$ cat src/rtl/evt_irq_reg.sv
module evt_irq_reg #(
  parameter int NCH = 4,
  parameter int AW  = 2
) (
  input  logic              clk,
  input  logic              rst_n,
  input  logic [16*NCH-1:0] ev_pulse,
  input  logic              rd_en,
  input  logic              wr_en,
  input  logic [AW-1:0]     addr,
  input  logic [15:0]       wr_data,
  output logic [15:0]       rd_data,
  input  logic              cfg_mode,
  output logic              irq_n,
  output logic              lb_irq_n
);
  localparam logic [15:0]   LIVE_BITS = 16'hFFFC;
  localparam logic [AW-1:0] A_STAT    = AW'(0);
  localparam logic [AW-1:0] A_MASK    = AW'(1);

  logic [15:0] status, mask, ev_any_raw, ev_any;
  logic        stat_rd, mask_wr, pend;

  for (genvar b = 0; b < 16; b++) begin : g_merge
    assign ev_any_raw[b] = |ev_pulse[b*NCH +: NCH];
  end
  assign ev_any  = ev_any_raw & LIVE_BITS;

  assign stat_rd = rd_en && addr == A_STAT;
  assign mask_wr = wr_en && addr == A_MASK;

  always_ff @(posedge clk) begin
    if (!rst_n) status <= '0;
    else        status <= (stat_rd ? 16'h0 : status) | ev_any;
  end

  always_ff @(posedge clk) begin
    if (!rst_n)       mask <= '0;
    else if (mask_wr) mask <= wr_data;
  end

  always_ff @(posedge clk) begin
    if (!rst_n) rd_data <= '0;
    else if (rd_en) begin
      case (addr)
        A_STAT:  rd_data <= status;
        A_MASK:  rd_data <= mask;
        default: rd_data <= '0;
      endcase
    end
  end

  assign pend     = |(status & mask);
  assign irq_n    = ~pend;
  assign lb_irq_n = ~(pend & cfg_mode);

  AST_DEAD_BITS: assert property (@(posedge clk) disable iff (!rst_n)
    status[1:0] == 2'b00);
  AST_EVENT_SETS: assert property (@(posedge clk) disable iff (!rst_n)
    ev_any != 0 |=> (status & $past(ev_any)) == $past(ev_any));
  AST_CLEAR_ON_READ: assert property (@(posedge clk) disable iff (!rst_n)
    stat_rd && ev_any == 0 |=> status == 0);
  AST_RACE_KEEP: assert property (@(posedge clk) disable iff (!rst_n)
    stat_rd && ev_any != 0 |=> status == $past(ev_any));
  AST_STATUS_NO_WR: assert property (@(posedge clk) disable iff (!rst_n)
    wr_en && !rd_en && ev_any == 0 |=> status == $past(status));
  AST_MASK_HOLD: assert property (@(posedge clk) disable iff (!rst_n)
    !mask_wr |=> $stable(mask));
  AST_LB_GATED: assert property (@(posedge clk) disable iff (!rst_n)
    !cfg_mode |-> lb_irq_n);
  AST_LB_FOLLOW: assert property (@(posedge clk) disable iff (!rst_n)
    cfg_mode |-> lb_irq_n == irq_n);
endmodule

$ cat config.mk
export PLATFORM = sky130hd
export DESIGN_NAME = evt_irq_reg
export DESIGN_NICKNAME = d
export VERILOG_FILES = /design/src/rtl/evt_irq_reg.sv
export SDC_FILE = /design/constraint.sdc
export NUM_CORES = 1
export LEC_CHECK = 0
export ABC_CLOCK_PERIOD_IN_PS = 900
export BUFFER_PORTS_ARGS = -buffer_cell sky130_fd_sc_hd__buf_2
export CORE_MARGIN = 3
export CORE_UTILIZATION = 40
export DETAILED_ROUTE_END_ITERATION = 6
export GPL_TIMING_DRIVEN = 0
export PLACE_DENSITY = 0.8
export SYNTH_ARGS = -nofsm -noshare
export SYNTH_HDL_FRONTEND = slang
export SYNTH_SLANG_ARGS = --single-unit
$ cat constraint.sdc
create_clock -name clk -period 0.9 [get_ports clk]
set_input_delay 0.045 -clock clk [delete_from_list [all_inputs] [get_ports clk]]
set_output_delay 0.045 -clock clk [all_outputs]
set_load 0.05 [all_outputs]
==> flow_summary.toml <==
[clock_network]
h-tree-depth = 2
clk_latency_ns = 0.30
cts_made_buffers = 5
ctsRootBufferMaster = "clkbuf_8"
clockBufferDepth = 2
post_cts_buffers = 0
clkTransAtPathRegs_ns = 0.08
cts_tree = "yes"
clkSinkCount = 46

[logic_synthesis]
synth_warnings = 0
synth_top_area_share_pct = 45.63
ys_seq_area_share_pct = 45.63
syn_nets = 317
syn_inst = 230
yosysTopAreaCell = "dfxtp_1"
ys_ff_latch = 46
synth_area_um2 = 2018
synth_cell_type_count = 24
yosys-top-cells-area = "dfxtp_1, nand2_1, mux2i_1"
syn_area_per_cell_um2 = 8.775

[timing]
clock_skew_ns = 0.005800
hold_viol = 3
max_freq_mhz = 671.5
setup_slack_ns = -0.5892
finalCritPeriodShare_pct = 165.5
grt_setup_unrepaired = "yes"
hold-worst-slack_ns = -0.005371
final_max_slew_viol_count = 0
final-setup-viol-count = 2
period_needed_ns = 1.489
maxSlewHeadroom_pct = 71.05
worstMarginPinSlew_ns = 0.4342

[pwr]
peakVddDrop_mv = 0.8493
power_leakage_nw = 1.284
power.density_nw_per_um2 = 1452
fin_total_pwr_mw = 4.207

[floorplanning]
start_util_pct = 42.17
core_area_um2 = 4786
num_io_pins = 105
die_height_um = 77.03
row_count = 25
die_x_um = 77.03
die_area_um2 = 5934

[hold_path]
hp-class = "primary input to flop"
whs_endpoint = "mask[15]"
hold_depth = 3
min-delay-start = "wr_data[15]"

[worst_setup_path]
rrSetupSlack_ns = 0.03
arrival_ns = 1.44
path_max_fanout = 3
ff2ff_path_depth = 3
r2r-end = "rd_data[15]"
rr_startpoint = "mask[15]"
crit_type = "flop to output port"
end_kind = "output port"
start_kind = "flop"
cp_data_required_time_ns = 0.85

[place]
port_buffers = 94
hpwl_mm = 4.063
gp_congestion = 0.8152
preCtsSetupSlack_ns = -0.4338

[job]
cap_violations = 0

[finish]
final_nets = 424
antenna_cells_inserted = 0
drive_gt1_share_pct = 44.67
syn_to_final_growth_pct = 43.52

[global_routing]
antenna_found_initial = 0
grtUsageTotal_pct = 17.94
grt_max_degree = 14
gr-total-overflow = 0
grt_pass1_wl_mm = 8.514
first_global_vias = 1917

[route]
wl_per_cell_um = 12.85
drtIter0Drc = 118
ant_nets = 0
dr_wl_met3_um = 340
topRoutingLayerUsed = "met4"
first_pass_iters = 4
drc = 0
vias = 1986
m1WireLength_mm = 2.150
wl_met2_mm = 2.623
routed_wl_mm = 5.203
viasPerCell = 4.904

[status]
violations = "negative hold slack, negative setup slack"
outcome = "finished, violations left"
[worst max path at each step]
stage / start / end / slack (ns) / cells after the start
floorplan: status[7] / lb_irq_n / -0.33 / 3
global placement: status[3] / lb_irq_n / -0.42 / 4
detailed placement: status[3] / lb_irq_n / -0.43 / 4
CTS: status[3] / lb_irq_n / -0.56 / 4
global route: mask[9] / lb_irq_n / -0.64 / 4
finish: mask[9] / lb_irq_n / -0.59 / 4
[what timing repair did]
| action | in CTS | in global routing |
|---|---|---|
| pin swaps | 4 | 1 |
| hold buffers | 6 | 0 |
| endpoints found under the hold margin | 6 | 0 |
| endpoints found under the setup margin | 18 | 16 |
| resized for setup | 32 | 15 |
[cell type report]
cell class              count  area [um^2]
multi-input cells         155         1016
flip-flops and latches     46        957.2
plain buffers              15        101.3
well taps                  67        83.83
inverters                  14        52.55
clock buffers               7        86.33
fillers                   433         1889
repair buffers            100        594.3
clock inverters             1        5.005
[kinds of logic after synthesis]
logic type	synth area share [%]
buf+inv	6.943
compound gates	19.22
flops	45.63
mux	6.943
simple gates	21.26
[stage by stage]
stage | setup TNS (ns) | area [um^2] | std cells | hold slack [ns] | utilization (%)
after floorplan | -1.357 | 2072 | 230 | 0.1798 | -
after global placement | -7.897 | 2626 | 391 | 0.2941 | 54.88
after detailed placement | -8.468 | 2626 | 391 | 0.3068 | 54.88
after CTS | -1.063 | 2867 | 405 | 0.0003382 | 59.90
after global routing | -1.252 | 2897 | 405 | 0.001474 | 60.52
final | -1.122 | 2897 | 405 | -0.005371 | 60.52
[Yosys cell counts]
library cell and number:
nand2_1 48, dfxtp_1 46, a21boi_0 18, a21boi_1 14
and2_1 14, inv_1 14, mux2i_1 14, nor4_1 14
o22ai_1 14, a22oi_1 7, clkbuf_1 5, buf_2 3
buf_6 3, nand2b_1 3, nand3_1 3, buf_1 2
and3b_1 1, buf_4 1, clkbuf_2 1, nand3b_2 1
nor2b_1 1, nor3_1 1, o31ai_1 1, or3b_1 1
[worst max-delay path, cell delays in order (launching register included)]
cell,delay [ns]
dfxtp_2,0.34
a22oi_2,0.22
nand2_2,0.14
o31ai_4,0.26
buf_6,0.19
[layout by cell type, fill, tap and decap left out, types with 2 or more instances in the layout]
cell           instances
a21boi_1              14
buf_4                 14
nand3_1                2
dfxtp_2               29
inv_1                 14
dfxtp_1               17
clkbuf_2               3
nand2_2                2
a22oi_1                3
and2_1                14
dlygate4sd3_1          6
a21boi_0              18
buf_2                 78
a22oi_2                4
clkbuf_1               6
nor4_1                14
nand2b_1               3
nand2_1               46
mux2i_1               13
clkbuf_8               6
buf_6                  7
o22ai_1               14
[routing by layer]
metal	GRT usage, %	vias up
met1	21.99	905
met5	0	-
met3	3.169	7
li1	-	1005
met2	31.01	69
met4	7.295	0
[registers in the layout (all words and copies together) (netlist names)]
name     count
status      14
rd_data     16
mask        16
[report_power, final]
part           switching (mW)  internal [mW]  leakage, nW
clock network           0.668          0.620       0.0482
registers              0.0685           2.12        0.388
logic                   0.369          0.358        0.847
total                    1.11           3.10         1.28
(Power assumes the default switching activity.)
